**src/rtl/ofs_cal_pkg.sv**
```systemverilog
package ofs_cal_pkg;

    localparam int RES_W_DEF    = 13;
    localparam int AVG_LOG2_DEF = 3;

    typedef enum logic {
        ST_IDLE,
        ST_COLLECT
    } cal_state_e;

    typedef enum logic {
        CAL_ZERO,
        CAL_FULL
    } cal_kind_e;

    typedef struct packed {
        logic      go;
        cal_kind_e kind;
    } cal_req_t;

    // The full calibration takes priority when both requests coincide
    function automatic cal_req_t arbitrate(logic want_full, logic want_zero);
        cal_req_t r;
        r.go   = want_full | want_zero;
        r.kind = want_full ? CAL_FULL : CAL_ZERO;
        return r;
    endfunction

endpackage

```
**src/rtl/ofs_cal_seq.sv**
```systemverilog
module ofs_cal_seq
    import ofs_cal_pkg::*;
#(
    parameter int AVG_LOG2 = AVG_LOG2_DEF
) (
    input  logic clk,
    input  logic rst,
    input  logic req_full,
    input  logic req_zero,
    input  logic smp_fire,
    output logic busy,
    output logic clr_acc,
    output logic last_smp,
    output logic kind_full
);
    localparam int N_SMP = 1 << AVG_LOG2;
    localparam int CNT_W = (AVG_LOG2 > 0) ? AVG_LOG2 : 1;

    cal_state_e       state;
    cal_kind_e        kind;
    logic [CNT_W-1:0] cnt;
    cal_req_t         rq;

    always_comb begin
        rq       = arbitrate(req_full, req_zero);
        clr_acc  = (state == ST_IDLE) && rq.go;
        last_smp = (state == ST_COLLECT) && smp_fire &&
                   ((kind == CAL_ZERO) || (cnt == CNT_W'(N_SMP - 1)));
        busy      = (state == ST_COLLECT);
        kind_full = (kind == CAL_FULL);
    end

    always_ff @(posedge clk) begin
        if (rst) begin
            state <= ST_IDLE;
            kind  <= CAL_ZERO;
            cnt   <= '0;
        end else begin
            case (state)
                ST_IDLE: begin
                    if (rq.go) begin
                        state <= ST_COLLECT;
                        kind  <= rq.kind;
                        cnt   <= '0;
                    end
                end
                ST_COLLECT: begin
                    if (last_smp) begin
                        state <= ST_IDLE;
                    end else if (smp_fire) begin
                        cnt <= cnt + CNT_W'(1);
                    end
                end
                default: state <= ST_IDLE;
            endcase
        end
    end
endmodule

```
**src/rtl/ofs_cal_acc.sv**
```systemverilog
module ofs_cal_acc
    import ofs_cal_pkg::*;
#(
    parameter int RES_W    = RES_W_DEF,
    parameter int AVG_LOG2 = AVG_LOG2_DEF
) (
    input  logic                    clk,
    input  logic                    rst,
    input  logic                    clr,
    input  logic                    add,
    input  logic signed [RES_W-1:0] din,
    output logic signed [RES_W-1:0] avg
);
    localparam int ACC_W = RES_W + AVG_LOG2;

    logic signed [ACC_W-1:0] acc;
    logic signed [ACC_W-1:0] sum_next;

    assign sum_next = acc + ACC_W'(din);

    always_ff @(posedge clk) begin
        if (rst || clr) begin
            acc <= '0;
        end else if (add) begin
            acc <= sum_next;
        end
    end

    generate
        if (AVG_LOG2 == 0) begin : g_pass
            assign avg = RES_W'(sum_next);
        end else begin : g_round
            // One guard bit keeps the half-LSB bias from overflowing
            logic signed [ACC_W:0] biased;
            logic signed [ACC_W:0] shifted;
            assign biased  = (ACC_W + 1)'(sum_next) + (ACC_W + 1)'(1 << (AVG_LOG2 - 1));
            assign shifted = biased >>> AVG_LOG2;
            assign avg     = RES_W'(shifted);
        end
    endgenerate
endmodule

```
**src/rtl/ofs_cal_corr.sv**
```systemverilog
module ofs_cal_corr
    import ofs_cal_pkg::*;
#(
    parameter int RES_W = RES_W_DEF
) (
    input  logic                    clk,
    input  logic                    rst,
    input  logic                    coef_we,
    input  logic signed [RES_W-1:0] coef_wdata,
    input  logic                    raw_valid,
    input  logic signed [RES_W-1:0] raw_data,
    output logic signed [RES_W-1:0] coef,
    output logic                    cor_valid,
    output logic signed [RES_W-1:0] cor_data
);
    logic signed [RES_W:0]   diff;
    logic signed [RES_W-1:0] clamped;
    logic                    ovf;

    always_comb begin
        diff = (RES_W + 1)'(raw_data) - (RES_W + 1)'(coef);
        ovf  = diff[RES_W] ^ diff[RES_W-1];
        if (ovf) begin
            clamped = diff[RES_W] ? {1'b1, {(RES_W-1){1'b0}}}
                                  : {1'b0, {(RES_W-1){1'b1}}};
        end else begin
            clamped = diff[RES_W-1:0];
        end
    end

    always_ff @(posedge clk) begin
        if (rst) begin
            coef      <= '0;
            cor_valid <= 1'b0;
            cor_data  <= '0;
        end else begin
            if (coef_we) begin
                coef <= coef_wdata;
            end
            cor_valid <= raw_valid;
            if (raw_valid) begin
                cor_data <= clamped;
            end
        end
    end
endmodule

```
**src/rtl/ofs_cal_unit.sv**
```systemverilog
module ofs_cal_unit
    import ofs_cal_pkg::*;
#(
    parameter int RES_W    = RES_W_DEF,
    parameter int AVG_LOG2 = AVG_LOG2_DEF
) (
    input  logic                    clk,
    input  logic                    rst,
    input  logic                    req_full,
    input  logic                    req_zero,
    input  logic                    smp_valid,
    input  logic signed [RES_W-1:0] smp_data,
    output logic                    smp_ready,
    input  logic                    raw_valid,
    input  logic signed [RES_W-1:0] raw_data,
    output logic                    cor_valid,
    output logic signed [RES_W-1:0] cor_data,
    output logic signed [RES_W-1:0] coef,
    output logic                    busy
);
    logic                    smp_fire;
    logic                    clr_acc;
    logic                    last_smp;
    logic                    kind_full;
    logic signed [RES_W-1:0] avg;
    logic signed [RES_W-1:0] coef_wdata;

    assign smp_ready  = busy;
    assign smp_fire   = smp_valid & smp_ready;
    assign coef_wdata = kind_full ? avg : smp_data;

    ofs_cal_seq #(.AVG_LOG2(AVG_LOG2)) u_seq (
        .clk       (clk),
        .rst       (rst),
        .req_full  (req_full),
        .req_zero  (req_zero),
        .smp_fire  (smp_fire),
        .busy      (busy),
        .clr_acc   (clr_acc),
        .last_smp  (last_smp),
        .kind_full (kind_full)
    );

    ofs_cal_acc #(.RES_W(RES_W), .AVG_LOG2(AVG_LOG2)) u_acc (
        .clk (clk),
        .rst (rst),
        .clr (clr_acc),
        .add (smp_fire),
        .din (smp_data),
        .avg (avg)
    );

    ofs_cal_corr #(.RES_W(RES_W)) u_corr (
        .clk        (clk),
        .rst        (rst),
        .coef_we    (last_smp),
        .coef_wdata (coef_wdata),
        .raw_valid  (raw_valid),
        .raw_data   (raw_data),
        .coef       (coef),
        .cor_valid  (cor_valid),
        .cor_data   (cor_data)
    );
endmodule

```
**config.mk**
```make
export PLATFORM = sky130hd
export DESIGN_NAME = ofs_cal_unit
export DESIGN_NICKNAME = d
export VERILOG_FILES = /design/src/rtl/ofs_cal_pkg.sv /design/src/rtl/ofs_cal_seq.sv /design/src/rtl/ofs_cal_acc.sv /design/src/rtl/ofs_cal_corr.sv /design/src/rtl/ofs_cal_unit.sv
export SDC_FILE = /design/constraint.sdc
export NUM_CORES = 1
export LEC_CHECK = 0
export CAP_MARGIN = 20
export CORE_ASPECT_RATIO = 1.5
export CORE_MARGIN = 4
export CORE_UTILIZATION = 50
export DETAILED_ROUTE_END_ITERATION = 6
export GPL_TIMING_DRIVEN = 0
export PLACE_DENSITY = 0.88
export SLEW_MARGIN = 10
export SYNTH_ARGS = -nofsm -noshare
export SYNTH_HDL_FRONTEND = slang
export SYNTH_HIERARCHICAL = 1
export SYNTH_SLANG_ARGS = --single-unit
```
**constraint.sdc**
```tcl
create_clock -name clk -period 3.85 [get_ports clk]
set_clock_uncertainty 0.1 [all_clocks]
set_input_delay 0.77 -clock clk [delete_from_list [all_inputs] [get_ports clk]]
set_output_delay 0.77 -clock clk [all_outputs]
set_load 0.01 [all_outputs]
```
==> results of run 1 <==
==> power by group through the flow <==
stage	combinational, uW	sequential [uW]	clock [uW]
detailed placement	492	556	0
CTS	520	545	532
floorplan	337	562	0
finish	561	546	523
global route	603	549	551
global placement	475	554	0
==> cell type report <==
cell class	count	area share
flip-flops and latches	48	0.1881
clock buffers	6	0.02719
well taps	102	0.02498
inverters	22	0.01616
multi-input cells	358	0.5689
clock inverters	2	0.007592
repair buffers	71	0.1347
plain buffers	28	0.03233
==> synthesized netlist by cell type, types with 2 or more instances <==
library cell / number / area, um^2
sky130_fd_sc_hd__a21oi_2: 2 / 17.52
sky130_fd_sc_hd__and3_1: 6 / 37.54
sky130_fd_sc_hd__and2_1: 2 / 12.51
sky130_fd_sc_hd__maj3_1: 4 / 40.04
sky130_fd_sc_hd__nand3_1: 12 / 60.06
sky130_fd_sc_hd__a31oi_1: 2 / 12.51
sky130_fd_sc_hd__mux2_4: 11 / 165.2
sky130_fd_sc_hd__o21ai_1: 3 / 15.01
sky130_fd_sc_hd__buf_1: 2 / 7.510
sky130_fd_sc_hd__o211ai_1: 3 / 22.52
sky130_fd_sc_hd__a211o_1: 4 / 35.03
sky130_fd_sc_hd__fa_1: 2 / 40.04
sky130_fd_sc_hd__a21oi_1: 22 / 110.1
sky130_fd_sc_hd__xnor2_1: 21 / 183.9
sky130_fd_sc_hd__nor3b_1: 2 / 15.01
sky130_fd_sc_hd__a211oi_1: 17 / 127.6
sky130_fd_sc_hd__mux2i_1: 25 / 250.2
sky130_fd_sc_hd__clkbuf_1: 11 / 41.29
sky130_fd_sc_hd__nand4b_1: 2 / 17.52
sky130_fd_sc_hd__xor2_1: 9 / 78.83
sky130_fd_sc_hd__nand3b_1: 2 / 15.01
sky130_fd_sc_hd__o21ai_0: 11 / 55.05
sky130_fd_sc_hd__o21bai_1: 2 / 15.01
sky130_fd_sc_hd__dfxtp_1: 48 / 960.9
sky130_fd_sc_hd__nor3_1: 5 / 25.02
sky130_fd_sc_hd__o2111ai_1: 3 / 26.28
sky130_fd_sc_hd__nor2b_1: 7 / 43.79
sky130_fd_sc_hd__nand2_1: 25 / 93.84
sky130_fd_sc_hd__buf_4: 14 / 105.1
sky130_fd_sc_hd__o21a_1: 7 / 52.55
sky130_fd_sc_hd__o31a_1: 4 / 35.03
sky130_fd_sc_hd__nor2_1: 60 / 225.2
sky130_fd_sc_hd__nand2b_1: 12 / 75.07
sky130_fd_sc_hd__mux2_2: 3 / 33.78
sky130_fd_sc_hd__a21o_1: 8 / 60.06
sky130_fd_sc_hd__inv_1: 22 / 82.58
sky130_fd_sc_hd__ha_1: 31 / 387.9
sky130_fd_sc_hd__nand3_2: 2 / 20.02
==> repair_timing <==
item / 4_1_cts / 5_1_grt
setup endpoints to repair: 6 / 9
gates resized for setup: 26 / 18
setup buffers: 7 / 5
pin swaps: 9 / 7
==> worst max path at each step <==
stage                startpoint               to  slack, ns  depth (start not counted)
global route        smp_data[3]  u_corr/coef[12]      -0.08                         14
detailed placement  smp_data[0]  u_corr/coef[12]      -0.64                         15
CTS                 smp_data[5]  u_corr/coef[11]       0.02                         15
floorplan           smp_data[0]  u_corr/coef[12]       0.19                         14
global placement    smp_data[0]  u_corr/coef[12]      -0.59                         15
finish              smp_data[4]   u_corr/coef[8]    -0.0005                         15
==> registers in the layout, indices dropped and copies added, names as in the netlist <==
signal	flops
u_corr/coef	13
u_acc/acc	16
u_corr/cor_data	13
u_seq/cnt	3
u_corr/cor_valid	1
u_seq/busy	1
u_seq/kind_full	1
==> layer usage <==
layer  global-route usage  vias up  wire length, um  part of all wire
li1                     -     1771                -                 -
met1               0.2208     1773             4096              0.36
met2               0.4563      148             6029              0.54
met3              0.03781       59              466             0.041
met4               0.1364        0              676             0.060
met5                    0        -                0                 0
==> worst max-delay path, cell delays in order <==
cell	delay [ns]
sky130_fd_sc_hd__clkdlybuf4s50_1	0.47
sky130_fd_sc_hd__ha_2	0.43
sky130_fd_sc_hd__o21ai_1	0.10
sky130_fd_sc_hd__o21bai_2	0.27
sky130_fd_sc_hd__o22ai_4	0.13
sky130_fd_sc_hd__buf_6	0.14
sky130_fd_sc_hd__buf_4	0.14
sky130_fd_sc_hd__o311ai_4	0.33
sky130_fd_sc_hd__buf_4	0.22
sky130_fd_sc_hd__nand4_1	0.15
sky130_fd_sc_hd__xnor2_1	0.17
sky130_fd_sc_hd__buf_4	0.14
sky130_fd_sc_hd__mux2_4	0.24
sky130_fd_sc_hd__mux2i_1	0.15
sky130_fd_sc_hd__nor2_1	0.06
==> kinds of logic after synthesis <==
family	synth area share
multiplexers	0.1146
AO/OA/AOI/OAI	0.1938
adder cells (fa/ha/maj)	0.1194
XOR/XNOR	0.07120
buffers and inverters	0.06449
AND/OR/NAND/NOR	0.1913
flip-flops	0.2452
==> stage by stage <==
step           cell area, um^2  setup WS (ns)
6_report                  5109     -0.0004561
5_1_grt                   5109       -0.08245
4_1_cts                   4989        0.02293
3_5_place_dp              4637        -0.6360
3_3_place_gp              4637        -0.5930
2_1_floorplan             3919         0.1860
==> flow_metrics.tcl, run 1 <==
set metrics [dict create \
    seqCellArea_um2 960.9 \
    share_clk_of_total_power 0.321 \
    fmaxAchievable_mhz 259.7 \
    synth_ff_type "sky130_fd_sc_hd__dfxtp_1" \
    total_power_uw 1630 \
    core.rowCount 39 \
    fin_cells 637 \
    floorplan.io_pins 61 \
    switching_power_total_uw 498.7 \
    critical_path.reg2reg.endpoint "u_corr/coef[8]" \
    synthCells 457 \
    initialDrtViolationCount 212 \
    static-leakage-power_uw 0.002019 \
    port-buffer-count 59 \
    cts_tree "done" \
    die_height_um 116.4 \
    violations "negative setup slack" \
    setup.reg_to_reg.worst_slack_ns 0.50 \
    number_of_global_route_vias_before_repair 3720 \
    final_worst_slack_ns -0.0004561 \
    setup_tns_ns -0.0004561 \
    p_sw_frac 0.3058 \
    overflow 0 \
    clock_tree.buffer_depth 2 \
    detailed_route_drc_error_count 0 \
    total_of_hold_buffers_inserted_after_clock_tree_synthesis 0 \
    comb_power_share 0.344 \
    crit_path_class "in -> reg" \
    ctsHtreeMaxLevel 2 \
    run_status "finished, violations left" \
    drt_pre_antenna_iters 7 \
    synth-warning-count 6 \
    routed_via_density 5.889 \
    drive_above_1_share 0.1682 \
    area_used_by_multi_input_combinational_logic_um2 2907 \
    maxCapViolations 0 \
    route.antenna.remaining_nets 0 \
    timing.final.crit_period_ns 3.850 \
    floorplan.core_area_um2 7612 \
    dp_hpwl_um 7759 \
    worst_r2r_startpoint "u_acc/acc[0]" \
    vias 3751 \
    hold_path_depth 2 \
    p_per_area_nw_per_um2 319.1 \
    rsz0062_at_grt "yes" \
    tightest_slew_ns 0.8242 \
    groute.usage.overall 0.2326 \
    mostFrequentLayoutCells "sky130_fd_sc_hd__nor2_1 (60), sky130_fd_sc_hd__clkdlybuf4s50_1 (53), sky130_fd_sc_hd__dfxtp_1 (48)" \
    die_width_um 80.29 \
    initial_core_util 0.5148 \
    pin_count_of_the_biggest_net_entering_global_routing 16 \
    timing.critical_path.arrival_ns 3.92 \
    worst-r2r-cell-count 15 \
    route.detailed.wl_per_inst_um 17.69 \
    holdCritPathClass "reg -> reg" \
    n_antenna_cell 0 \
    finalHoldViolCount 0 \
    fp.dieArea_um2 9347 \
    timing.critical_path.to_type "flip-flop" \
    layout_commonest_cell "sky130_fd_sc_hd__nor2_1" \
    pwr-share-seq 0.335 \
    finalMaxSlewViolations 0 \
    fillerInstances 569 \
    critPathMaxFanout 5 \
    synthArstFlopShare 0 \
    final_net_count 599 \
    totalWireLength_um 11270 \
    yosysSeqAreaShare 0.2452 \
    whs_endpoint "u_seq/cnt[2]" \
    synth-edff-count 0 \
    number_of_sinks_handled_by_clock_tree_synthesis 48 \
    final.period_utilization 1.000 \
    worstSkewPairLatency_ns 0.29 \
    cts.reportedPaths.clkPinSlew_ns 0.07 \
    finalWeightedCongestion 0.8825 \
    cell_internal_pwr_uw 1132 \
    numCtsBuffers 5 \
    postLayoutCoreUtil 0.6711 \
    crit_path_start_kind "input pin" \
    post_synth.cell_area_avg_um2 8.575 \
    hold-worst-slack_ns 0.3810 \
    global_route_wire_length_before_repair_um 17080 \
    netlist-cell-type-count 67 \
    postSynthRegisterBits 48 \
    mappedNetlistArea_um2 3919 \
    cp.required_ns 3.92 \
    syn-num-nets 522 \
    timing.final.setup_violations 1 \
    max-vdd-ir-drop_mv 0.2175 \
    cts_root_buf "sky130_fd_sc_hd__clkbuf_16" \
    initial_antenna_violation_count 0 \
    place.detailed.instances 618 \
    timing.max_slew.rel_slack 0.4505 \
    syn_to_final_growth_pct 30.36 \
    worstHoldStart "u_seq/cnt[2]" \
]
No activity file was read; power rests on OpenSTA's default activity.
==> inputs of run 2 (changes only) <==
--- a/config.mk
+++ b/config.mk
@@ -11,7 +11,7 @@
 export CORE_UTILIZATION = 50
 export DETAILED_ROUTE_END_ITERATION = 6
 export GPL_TIMING_DRIVEN = 0
-export PLACE_DENSITY = 0.88
+export PLACE_DENSITY_LB_ADDON = 0.2
 export SLEW_MARGIN = 10
 export SYNTH_ARGS = -nofsm -noshare
 export SYNTH_HDL_FRONTEND = slang
==> run 2 against run 1 <==
- the run now ends clean
- fmax is 4.7% higher
- setup slack improved by 0.17 ns
- first-iteration DRC count decreased by 45%
- largest power group is now registers
- global-route usage decreased by 2.1 points
- clock power fell by 13%
- core utilization is 0.76 points lower
- sequential share of layout area is 0.21 points higher
- critical endpoint is now u_corr/coef[12]
==> flow_metrics.tcl, run 2 (synthesis results as in run 1) <==
set metrics [dict create \
    crit_path_top_delay_cell "sky130_fd_sc_hd__fa_2" \
    total_of_hold_buffers_inserted_after_clock_tree_synthesis 0 \
    overflow 0 \
    pin_count_of_the_biggest_net_entering_global_routing 14 \
    crit_path_start_kind "input pin" \
    dr_wl_met3_um 413 \
    largest_register "u_acc/acc" \
    numCtsBuffers 5 \
    core.rowCount 39 \
    layout_commonest_cell "sky130_fd_sc_hd__nor2_1" \
    clock_tree.buffer_depth 2 \
    fp.dieArea_um2 9347 \
    run_status "finished clean" \
    critPathMaxFanout 4 \
    timing.final.setup_violations 0 \
    initial_core_util 0.5148 \
    floorplan.io_pins 61 \
    topRoutingLayerUsed "met4" \
    routed-wl-met2_um 5206 \
    max_stage_delay_ns 0.39 \
    timing.final.crit_period_ns 3.678 \
    floorplan.core_area_um2 7612 \
    cts.reportedPaths.clkPinSlew_ns 0.06 \
    crit_path_class "in -> reg" \
    setup.reg_to_reg.worst_slack_ns 0.58 \
    groute.usage.overall 0.2118 \
    timing.max_slew.rel_slack 0.5046 \
    totalWireLength_um 9493 \
    initial_antenna_violation_count 0 \
    die_width_um 80.29 \
    initialDrtViolationCount 116 \
    critPathTopFamily "simple AND/OR/NAND/NOR gates" \
    route.detailed.wl_per_inst_um 14.95 \
    timing.critical_path.mode_cell "sky130_fd_sc_hd__buf_4" \
    reg.largest.list "u_acc/acc (16), u_corr/coef (13), u_corr/cor_data (13)" \
    route.antenna.remaining_nets 0 \
    crit_chain "dlygate4sd2_1 -> ha_2 -> fa_2 -> a211oi_2 -> o21bai_2 -> o22ai_2 -> buf_4 -> xor2_2 -> and3b_2 -> nand3_2 -> nor4b_4 -> xnor2_1 -> buf_4 -> mux2_2 -> mux2i_1 -> nor2_1" \
    met1_length_um 3690 \
    syn_to_final_growth_pct 28.90 \
    number_of_sinks_handled_by_clock_tree_synthesis 48 \
    routed_via_density 5.501 \
    rsz0062_at_grt "no" \
    drive_above_1_share 0.1557 \
    hold-worst-slack_ns 0.3779 \
    worstSkewPairLatency_ns 0.29 \
    number_of_global_route_vias_before_repair 3500 \
    global_route_wire_length_before_repair_um 15650 \
    fillerInstances 647 \
    vias 3493 \
    detailed_route_drc_error_count 0 \
    cp.required_ns 3.91 \
    cts_root_buf "sky130_fd_sc_hd__clkbuf_16" \
    setup_tns_ns 0 \
    port-buffer-count 59 \
    fmaxAchievable_mhz 271.9 \
    static-leakage-power_uw 0.002043 \
    final.period_utilization 0.9554 \
    dp_hpwl_um 7333 \
    cts_tree "done" \
    largest_register_ff_count 16 \
    tightest_slew_ns 0.7431 \
    drt_pre_antenna_iters 4 \
    n_antenna_cell 0 \
    maxCapViolations 0 \
    timing.critical_path.to_type "flip-flop" \
    holdCritPathClass "reg -> reg" \
    worstPathBufferInverterCount 3 \
    timing.critical_path.arrival_ns 3.74 \
    finalMaxSlewViolations 0 \
    seqCellArea_um2 960.9 \
    area_used_by_multi_input_combinational_logic_um2 2888 \
    final_net_count 597 \
    p_per_area_nw_per_um2 302.7 \
    ctsHtreeMaxLevel 2 \
    mostFrequentLayoutCells "sky130_fd_sc_hd__nor2_1 (60), sky130_fd_sc_hd__clkdlybuf4s50_1 (50), sky130_fd_sc_hd__dfxtp_1 (48)" \
    total_power_uw 1529 \
    die_height_um 116.4 \
    max-vdd-ir-drop_mv 0.1756 \
    finalHoldViolCount 0 \
    finalWeightedCongestion 0.8844 \
]
-- run 2: timing repair --
item                       4_1_cts  5_1_grt
pin swaps                       10        9
setup endpoints to repair        6        6
gates resized for setup         21       17
setup buffers                   10        0
-- run 2: area by class of cell --
class | count | share of cell area
inverter | 22 | 0.01635
clock buffer | 8 | 0.02898
sequential | 48 | 0.1902
multi-input combinational | 358 | 0.5717
buffer | 28 | 0.03270
tap | 102 | 0.02527
timing repair buffer | 69 | 0.1348
-- run 2: worst paths after layout --
path | startpoint | cells past startpoint | end
setup reg to reg | u_acc/acc[0] | 15 | u_corr/coef[12]
hold reg to reg | u_seq/cnt[2] | 2 | u_seq/cnt[2]
setup / recovery | smp_data[0] | 16 | u_corr/coef[12]
hold / removal | u_seq/cnt[2] | 2 | u_seq/cnt[2]
-- run 2: per-layer routing --
| metal | up-vias | global-route usage |
|---|---|---|
| met1 | 1629 | 0.2193 |
| met2 | 83 | 0.4176 |
| met3 | 13 | 0.03549 |
| li1 | 1768 | - |
| met4 | 0 | 0.07554 |
| met5 | - | 0 |
-- run 2: worst min-delay path, stage by stage, from the launching register on --
cell	delay, ns
sky130_fd_sc_hd__dfxtp_1	0.31
sky130_fd_sc_hd__nand3_1	0.06
sky130_fd_sc_hd__a21oi_1	0.06
-- run 2: power breakdown --
| part | switching (uW) | internal (uW) | leakage [uW] |
|---|---|---|---|
| registers | 20.2 | 525 | 0.000392 |
| clock network | 195 | 260 | 0.0000712 |
| logic | 252 | 277 | 0.00158 |
| total | 467 | 1060 | 0.00204 |
-- run 2: through the flow --
stage	area, um^2	utilization	std cells	setup WS (ns)
floorplan	3919	-	457	0.1860
global placement	4637	0.6091	618	-0.5698
detailed placement	4637	0.6091	618	-0.5579
CTS	4976	0.6537	636	0.002296
global route	5051	0.6635	635	0.02392
finish	5051	0.6635	635	0.1717
==> inputs of run 3 (changes only) <==
--- a/config.mk
+++ b/config.mk
@@ -12,6 +12,7 @@
 export DETAILED_ROUTE_END_ITERATION = 6
 export GPL_TIMING_DRIVEN = 0
 export PLACE_DENSITY_LB_ADDON = 0.2
+export REMOVE_ABC_BUFFERS = 1
 export SLEW_MARGIN = 10
 export SYNTH_ARGS = -nofsm -noshare
 export SYNTH_HDL_FRONTEND = slang
==> run 3 against run 2 <==
- non-clock buffer count decreased by 20
- design area is 0.87% lower
- wire length is 0.35% higher
- worst hold slack gained 0.0056 ns
- fmax down 1.8%
- largest cell class unchanged
- highest routed layer unchanged
==> flow_metrics.tcl, run 3 (synthesis results as in run 1) <==
set metrics [dict create \
    run_status "finished clean" \
    worstSkewPairLatency_ns 0.29 \
    crit_path_start_kind "input pin" \
    initial_core_util 0.5148 \
    largest_register_ff_count 16 \
    largest_register "u_acc/acc" \
    clock_tree.buffer_depth 2 \
    floorplan.io_pins 61 \
    timing.final.setup_violations 0 \
    switching_power_total_uw 468.1 \
    dp_hpwl_um 6953 \
    ctsHtreeMaxLevel 2 \
    fmaxAchievable_mhz 267.1 \
    numCtsBuffers 5 \
    cp.required_ns 3.94 \
    timing.max_slew.rel_slack 0.4059 \
    syn_to_final_growth_pct 27.78 \
    route.antenna.remaining_nets 0 \
    detailed_route_drc_error_count 0 \
    rsz0062_at_grt "yes" \
    port-buffer-count 60 \
    holdCritPathClass "reg -> reg" \
    cts_tree "done" \
    drt_pre_antenna_iters 4 \
    reg.largest.list "u_acc/acc (16), u_corr/coef (13), u_corr/cor_data (13)" \
    pwr-share-seq 0.363 \
    static-leakage-power_uw 0.001996 \
    maxCapViolations 0 \
    critical_path.reg2reg.endpoint "u_corr/coef[12]" \
    hold-worst-slack_ns 0.3835 \
    whs_endpoint "u_acc/acc[15]" \
    totalWireLength_um 9526 \
    postLayoutCoreUtil 0.6578 \
    fp.dieArea_um2 9347 \
    floorplan.core_area_um2 7612 \
    die_height_um 116.4 \
    initialDrtViolationCount 78 \
    vias 3481 \
    total_power_uw 1510 \
    comb_power_share 0.336 \
    initial_antenna_violation_count 0 \
    number_of_global_route_vias_before_repair 3446 \
    worstHoldStart "u_acc/acc[15]" \
    layout_commonest_cell "sky130_fd_sc_hd__nor2_1" \
    global_route_wire_length_before_repair_um 15410 \
    critPathMaxFanout 5 \
    core.rowCount 39 \
    drive_above_1_share 0.1520 \
    total_of_hold_buffers_inserted_after_clock_tree_synthesis 0 \
    mostFrequentLayoutCells "sky130_fd_sc_hd__nor2_1 (60), sky130_fd_sc_hd__clkdlybuf4s50_1 (55), sky130_fd_sc_hd__dfxtp_1 (48)" \
    setup.reg_to_reg.worst_slack_ns 0.59 \
    routed_via_density 5.660 \
    max-vdd-ir-drop_mv 0.1834 \
    final_net_count 577 \
    timing.final.crit_period_ns 3.744 \
    finalMaxSlewViolations 0 \
    number_of_sinks_handled_by_clock_tree_synthesis 48 \
    timing.critical_path.to_type "flip-flop" \
    finalWeightedCongestion 0.9217 \
    tightest_slew_ns 0.8900 \
    worst_r2r_startpoint "u_acc/acc[0]" \
    pin_count_of_the_biggest_net_entering_global_routing 26 \
    worst-r2r-cell-count 13 \
    die_width_um 80.29 \
    route.detailed.wl_per_inst_um 15.49 \
    cts_root_buf "sky130_fd_sc_hd__clkbuf_16" \
    cts.reportedPaths.clkPinSlew_ns 0.07 \
    n_antenna_cell 0 \
    share_clk_of_total_power 0.301 \
    cell_internal_pwr_uw 1042 \
    groute.usage.overall 0.2059 \
    timing.critical_path.arrival_ns 3.83 \
    p_sw_frac 0.3101 \
    crit_path_class "in -> reg" \
    overflow 0 \
    finalHoldViolCount 0 \
    hold_path_depth 2 \
    p_per_area_nw_per_um2 301.5 \
    final.period_utilization 0.9725 \
]
==> run 3: cell count changes in the layout (fill, tap and decap cells not counted), sizes merged <==
| cell | change |
|---|---|
| buf | -10 |
| dlymetal6s2s | -1 |
| clkinv | +2 |
| clkbuf | -13 |
| dlygate4sd2 | -3 |
| clkdlybuf4s50 | +5 |
==> run 3: repair_timing <==
item                       4_1_cts  5_1_grt
pin swaps                        8       15
setup endpoints to repair        5        5
resized for setup               11       25
buffers inserted                 7        7
==> run 3: layout make-up <==
type | instances | area, um^2
clock inverters | 2 | 10.01
repair buffers | 77 | 795.8
inverters | 22 | 82.58
flip-flops and latches | 48 | 960.9
fillers | 645 | 2605
clock buffers | 6 | 138.9
multi-input cells | 358 | 2892
well taps | 102 | 127.6
==> run 3: per-layer routing <==
metal,wire length (um),global-route usage
met1,3646,0.2062
met4,272,0.08906
met2,5278,0.4038
met3,328,0.03781
met5,0,0
==> run 3: how the worst max path moves through the flow <==
stage | startpoint | slack [ns] | endpoint | depth (start not counted)
final | smp_data[3] | 0.11 | u_corr/coef[11] | 14
after global routing | smp_data[4] | -0.05 | u_corr/coef[12] | 12
after CTS | smp_data[6] | 0.002 | u_corr/coef[12] | 13
after detailed placement | smp_data[0] | -0.61 | u_corr/coef[12] | 14
after global placement | smp_data[0] | -0.56 | u_corr/coef[12] | 14
after floorplan | smp_data[0] | 0.31 | u_corr/coef[12] | 13
==> run 3: metrics by stage <==
stage / instances / setup WS [ns] / area, um^2 / TNS [ns]
6_report: 615 / 0.1058 / 5007 / 0
5_1_grt: 615 / -0.04926 / 5007 / -0.1041
4_1_cts: 607 / 0.002011 / 4792 / 0
3_5_place_dp: 592 / -0.6063 / 4523 / -2.720
3_3_place_gp: 590 / -0.5641 / 4477 / -4.806
2_1_floorplan: 428 / 0.3149 / 3749 / 0
==> run 3: critical path: stages <==
cell                              delay [ns]
sky130_fd_sc_hd__clkdlybuf4s50_1        0.45
sky130_fd_sc_hd__ha_1                   0.39
sky130_fd_sc_hd__a21o_1                 0.23
sky130_fd_sc_hd__a21oi_4                0.21
sky130_fd_sc_hd__nand2_1                0.14
sky130_fd_sc_hd__o311a_1                0.43
sky130_fd_sc_hd__and3b_2                0.25
sky130_fd_sc_hd__buf_4                  0.14
sky130_fd_sc_hd__nand3_1                0.14
sky130_fd_sc_hd__nor3_2                 0.06
sky130_fd_sc_hd__xor2_1                 0.15
sky130_fd_sc_hd__mux2_4                 0.26
sky130_fd_sc_hd__mux2i_1                0.14
sky130_fd_sc_hd__nor2_1                 0.06
==> run 3: power groups by stage <==
stage / Sequential [uW] / Combinational [uW] / Clock (uW)
after floorplan: 565 / 294 / 0
after global placement: 558 / 442 / 0
after detailed placement: 559 / 455 / 0
after CTS: 548 / 477 / 467
after global routing: 552 / 554 / 490
final: 548 / 508 / 454
